===== src/rtl/otg_event_reg.sv =====
module otg_event_reg (
  input  logic        clk,
  input  logic        rst_n,
  input  logic        id_pin,
  input  logic        vbus_ok,
  input  logic        bsess_ok,
  input  logic        hnp_ok,
  input  logic        host_run_p,
  input  logic        dev_run_p,
  input  logic        hib_p,
  input  logic        rr_cfm_p,
  input  logic        rr_init_p,
  input  logic        a_idle_p,
  input  logic        a_bhend_p,
  input  logic        a_host_p,
  input  logic        a_hnp_p,
  input  logic        a_srp_p,
  input  logic        b_bhend_p,
  input  logic        b_hnp_p,
  input  logic        b_sessv_p,
  input  logic [31:0] evt_en,
  input  logic        wr_en,
  input  logic [31:0] wr_data,
  output logic [31:0] rd_data,
  output logic        irq
);

  localparam logic [31:0] EV_MASK = 32'h0FFF_0F01;
  localparam logic [31:0] A_MASK  = 32'h003F_0000;
  localparam logic [31:0] B_MASK  = 32'h0000_0F00;
  localparam int          WARM    = 3;

  // line index: 2 = id, 1 = vbus, 0 = b-session
  logic [2:0]  s1, s2, pv;
  logic [1:0]  warm;
  logic [31:0] ev, src, set_w, clr;
  logic        bsv_q, hnp_q;

  wire       armed  = (warm == 2'(WARM));
  wire [2:0] edg    = armed ? (s2 ^ pv) : 3'b000;
  wire       role_b = s2[2];

  always_comb begin
    src     = '0;
    src[27] = host_run_p;
    src[26] = dev_run_p;
    src[25] = hib_p;
    src[24] = edg[2];
    src[23] = rr_cfm_p;
    src[22] = rr_init_p;
    src[21] = a_idle_p;
    src[20] = a_bhend_p;
    src[19] = a_host_p;
    src[18] = a_hnp_p;
    src[17] = a_srp_p;
    src[16] = edg[1] & ~s2[1];
    src[11] = b_bhend_p;
    src[10] = b_hnp_p;
    src[9]  = b_sessv_p;
    src[8]  = edg[0];
    set_w   = src & evt_en & EV_MASK & ~(role_b ? A_MASK : B_MASK);
  end

  assign clr = wr_en ? (wr_data & EV_MASK) : '0;

  always_ff @(posedge clk or negedge rst_n) begin
    if (!rst_n) begin
      s1    <= '0;
      s2    <= '0;
      pv    <= '0;
      warm  <= '0;
      ev    <= '0;
      bsv_q <= 1'b0;
      hnp_q <= 1'b0;
    end else begin
      s1 <= {id_pin, vbus_ok, bsess_ok};
      s2 <= s1;
      pv <= s2;
      if (!armed) warm <= warm + 2'd1;
      ev <= (ev & ~clr) | set_w;
      if (set_w[8]) bsv_q <= s2[0];
      if (set_w[18] | set_w[10]) hnp_q <= hnp_ok;
    end
  end

  assign rd_data = {role_b, 3'b000, ev[27:16], 4'h0, ev[11:8], 4'h0,
                    bsv_q, hnp_q, 1'b0, ev[0]};
  assign irq = |ev;

  a_r3_irq_falls_on_write: assert property (@(posedge clk) disable iff (!rst_n)
    $fell(irq) |-> $past(wr_en));

  a_r4_clear_takes: assert property (@(posedge clk) disable iff (!rst_n)
    wr_en |=> ((ev & $past(wr_data & EV_MASK & ~set_w)) == 32'h0));

  a_r4_set_wins: assert property (@(posedge clk) disable iff (!rst_n)
    (set_w != 32'h0) |=> ((ev & $past(set_w)) == $past(set_w)));

  a_r7_no_a_in_b: assert property (@(posedge clk) disable iff (!rst_n)
    rd_data[31] |=> ((rd_data[21:16] & ~$past(rd_data[21:16])) == 6'h0));

  a_r7_no_b_in_a: assert property (@(posedge clk) disable iff (!rst_n)
    !rd_data[31] |=> ((rd_data[11:8] & ~$past(rd_data[11:8])) == 4'h0));

  a_r10_bsv_hold: assert property (@(posedge clk) disable iff (!rst_n)
    !set_w[8] |=> $stable(rd_data[3]));

  a_r11_hnp_hold: assert property (@(posedge clk) disable iff (!rst_n)
    !(set_w[18] | set_w[10]) |=> $stable(rd_data[2]));

endmodule


===== config.mk =====
export PLATFORM = sky130hd
export DESIGN_NAME = otg_event_reg
export DESIGN_NICKNAME = d
export VERILOG_FILES = /design/src/rtl/otg_event_reg.sv
export SDC_FILE = /design/constraint.sdc
export NUM_CORES = 1
export LEC_CHECK = 0
export BUFFER_PORTS_ARGS = -buffer_cell sky130_fd_sc_hd__buf_4
export CAP_MARGIN = 0
export CORE_ASPECT_RATIO = 0.9
export CORE_MARGIN = 2
export CORE_UTILIZATION = 36
export DETAILED_ROUTE_END_ITERATION = 10
export PLACE_DENSITY = 0.79
export SLEW_MARGIN = 20
export SYNTH_ARGS = -nofsm -noshare
export SYNTH_HDL_FRONTEND = slang
export SYNTH_SLANG_ARGS = --single-unit
export TNS_END_PERCENT = 10

===== constraint.sdc =====
create_clock -name clk -period 1.4 [get_ports clk]
set_input_delay 0.21 -clock clk [delete_from_list [all_inputs] [get_ports clk]]
set_output_delay 0.21 -clock clk [all_outputs]
set_load 0.03 [all_outputs]

==> results.txt <==
- Area after detailed placement: 1890 µm²
* Clk sink count: 30
- The floorplan step set the die width to 66.1 µm.
* Pins over their slew limit: 0
- GRT Residual Overflow: 0
* Number of max-cap violations: 0
- Of the total synthesized cell area, the portion taken by full adders, half adders and majority gates is 0.0100.
- Via count of the first global-routing pass: 1,170
- The clock arrives with 0.00529 ns of skew.
- Core Rows: 20
* Routed Wire Length: 3020 µm
- Summing all multi-input logic gate instances after layout gives 440 µm².
* Clock-pin slew reported for the worst setup and hold paths after clock tree synthesis: 0.06 ns
- First-pass GRT wire length: 4970 µm
- Simple-gate area share of the yosys netlist: 0.132
- Met2 track utilization from global routing: 0.296
- For this design the top-level I/O count stands at 117.
* Share of the synthesized area in compound gates (AO/OA/AOI/OAI): 0.115
- Routing layer with the top usage in global route: met2
* Layout-stage area growth over the synthesis result: 61.4%
* Max Freq: 0.528 GHz
* All-layer global routing usage: 0.170
* Share of layout cells above drive strength 1: 0.522
- The count of nets left with antenna violations once routing finished came out at 0.
- Of the total power, the share spent switching nets is 0.293.
* Layout filler cell count: 300
- Dividing the detail-routed via count by the number of cells gives 4.51.
* Multiplexer fraction of the synthesized cell area: 0.0180
- Area inside the core boundary: 3350 µm²
* Final hold violation count: 0
- Along the worst path, the maximum fanout reaches 2.
* Synthesized area divided by synthesized cell count: 11.1 µm²
- Total power divided by cell area: 1150 nW/µm²
- Synthesis inferred 30 register bits.
* Total CTS buffers: 5
- STA classifies the critical path endpoint as an output pin.
- Final non-filler cell area: 2020 µm²
- Net Switching: 0.000677 W
* Clk root buf: sky130_fd_sc_hd__clkbuf_8
- H-Tree Depth: 2
* Post-placement setup slack: -0.314 ns
- STA classifies the critical path startpoint as a register.
* Period utilisation layout: 1.35
* Count of buffers from port buffering: 73
- The first routing iteration left 18 violations.
* Clock Path Buffers: 2
- Setup violations remaining at the end of the flow were counted as 1.
- Post-DR wirelength/cell: 12.2 µm
- Gp weighted congestion: 0.712
- The internal portion of the total power is 0.00164 W.
- Yosys warns: 0
* Number of antenna diodes: 0
- Entering global routing, the biggest net connects 31 pins.
- Largest family of logic cells by synthesized area: simple AND/OR/NAND/NOR gates
* TritonCTS clock tree: done
- The critical path in this run is classified as register to output pin.
- Synthesized area: 1250 µm²
- Die extent in y: 59.9 µm
- Number of nets at the end of the flow: 287
- Across all hold checks on the routed design, the worst slack comes to 0.0344 ns.
- After legalization and detailed placement, the total HPWL measured 2360 µm.
* Remaining routing DRC violations: 0
* WP data required: 1.19 ns
* Final setup slack of the worst path: -0.493 ns
- Met1 track demand over resource: 0.195
- Clock Power Share: 0.301
* Area used by sequential logic in the layout: 758 µm²
- Of the total power, combinational logic draws 0.264.
* Total vias in the final route: 1,113
- The die covers 3960 µm².
- Of the total synthesized cell area, the portion taken by XOR and XNOR cells is 0.0210.
- Sequential-to-total area share from yosys stat: 0.600
* Arrival time at the worst endpoint: 1.68 ns
- Clock latency on the worst-skew pair, taken at its later pin, is 0.28 ns.
- The initial utilization of the core area, before any placement, comes to 0.373.
- Synthesis produced a netlist whose cell count is 113.
- Run status: complete, but fails checks
- For this run, global-route usage on met3 was measured as 0.0716.
- Antenna violations before repair: 0
- The checks that failed: negative setup slack.
* Static Leak: 1.02 nW
- Time the final worst path needs with I/O delays and setup: 1.89 ns
- Setup repair after global routing could not meet its margin everywhere.
- Synthesis instantiated 22 different standard cells from the library.
* HP Class: input port to register
- The first detailed-routing pass took 4 iterations.
* Maximum resistive drop on vdd: 0.991 mV
* Portion of total power attributed to sequential cells: 0.435
-- layer usage --
metal  vias to the layer above  routed length (µm)
met5                         -                   0
met4                         0                  16
met3                         2                 300
met2                        49                1480
met1                       523                1220
li1                        539                   -
-- cells in the final DEF (no fill, tap or decap), types with 2 or more instances in the layout --
cell type                  netlist  layout
sky130_fd_sc_hd__a22o_1          6       6
sky130_fd_sc_hd__a32o_1          3       3
sky130_fd_sc_hd__buf_4          15      87
sky130_fd_sc_hd__clkbuf_8        0       6
sky130_fd_sc_hd__conb_1          1      12
sky130_fd_sc_hd__dfrtp_1        30      24
sky130_fd_sc_hd__dfrtp_2         0       6
sky130_fd_sc_hd__mux2_2          2       2
sky130_fd_sc_hd__nand2_1        29      29
sky130_fd_sc_hd__nand3_1         2       2
sky130_fd_sc_hd__o21ai_0         8       8
sky130_fd_sc_hd__xnor2_1         2       2
-- area by class of cell --
class,instances,area share
flip-flops and latches,30,0.375
repair buffers,89,0.334
multi-input cells,76,0.218
clock buffers,7,0.0428
well taps,44,0.0273
clock inverters,1,0.00248
-- cells in the mapped netlist (all sizes together) --
| cell | n | area, µm² |
|---|---|---|
| a21boi | 1 | 7.51 |
| clkbuf | 1 | 3.75 |
| nand3 | 2 | 10.0 |
| ha | 1 | 12.5 |
| nor4bb | 1 | 10.0 |
| a41oi | 1 | 8.76 |
| conb | 1 | 3.75 |
| a32o | 3 | 30.0 |
| xor2 | 1 | 8.76 |
| a22o | 6 | 52.6 |
| nand2 | 29 | 109 |
| nor2 | 1 | 3.75 |
| nand4 | 1 | 6.26 |
| a21oi | 1 | 5.00 |
| o21ai | 8 | 40.0 |
| buf | 17 | 123 |
| nor4 | 3 | 18.8 |
| or4 | 1 | 7.51 |
| mux2 | 2 | 22.5 |
| dfrtp | 30 | 751 |
| xnor2 | 2 | 17.5 |
-- power groups by stage --
stage | clock network [W] | registers [W] | logic, W
floorplan | 0 | 0.00113 | 0.000189
global placement | 0 | 0.00101 | 0.000604
detailed placement | 0 | 0.00101 | 0.000610
CTS | 0.000723 | 0.00101 | 0.000617
global route | 0.000759 | 0.00102 | 0.000655
finish | 0.000697 | 0.00101 | 0.000610
-- through the flow --
| stage | power (W) | instances | TNS, ns | util |
|---|---|---|---|---|
| after floorplan | 0.00132 | 124 | -0.142 | - |
| final | 0.00231 | 247 | -0.493 | 0.602 |
| after global routing | 0.00243 | 247 | -0.578 | 0.602 |
| after CTS | 0.00235 | 247 | -0.527 | 0.602 |
| after detailed placement | 0.00162 | 238 | -0.314 | 0.565 |
| after global placement | 0.00161 | 238 | -0.318 | 0.565 |
-- path summary, 6_finish.rpt --
check	from	depth (start not counted)	end	slack, ns
worst max-delay path	ev[26]	4	irq	-0.49
worst min-delay path	bsess_ok	1	s1[0]	0.03
worst max register to register	s2[2]	3	ev[16]	0.19
worst min register to register	s1[1]	0	s2[1]	0.35
max in group asynchronous	rst_n	2	ev[16]	0.71
min in group asynchronous	rst_n	2	s1[0]	0.38
-- critical path, stage by stage (launching register included) --
cell and delay, ns:
sky130_fd_sc_hd__dfrtp_2 0.42, sky130_fd_sc_hd__nor4_4 0.27, sky130_fd_sc_hd__nand4_1 0.13, sky130_fd_sc_hd__or4_4 0.43, sky130_fd_sc_hd__buf_6 0.15
-- registers in the layout (all words and copies together) (netlist names) --
signal / count
pv: 3
bsv_q: 1
s1: 3
ev: 17
s2: 3
warm: 2
hnp_q: 1
-- kinds of logic after synthesis --
group	count (synthesis)
AO/OA/AOI/OAI	20
multiplexers	2
AND/OR/NAND/NOR	38
XOR/XNOR	3
flip-flops	30
other	1
buffers and inverters	18
adder cells (fa/ha/maj)	1
-- repair_timing --
action,in CTS,in global routing
hold buffers,1,0
resized for setup,4,0
endpoints found under the setup margin,1,1
pin swaps,2,2
setup buffers,0,0
endpoints found under the hold margin,30,0
Note: power is estimated with default switching activity, not from simulation.
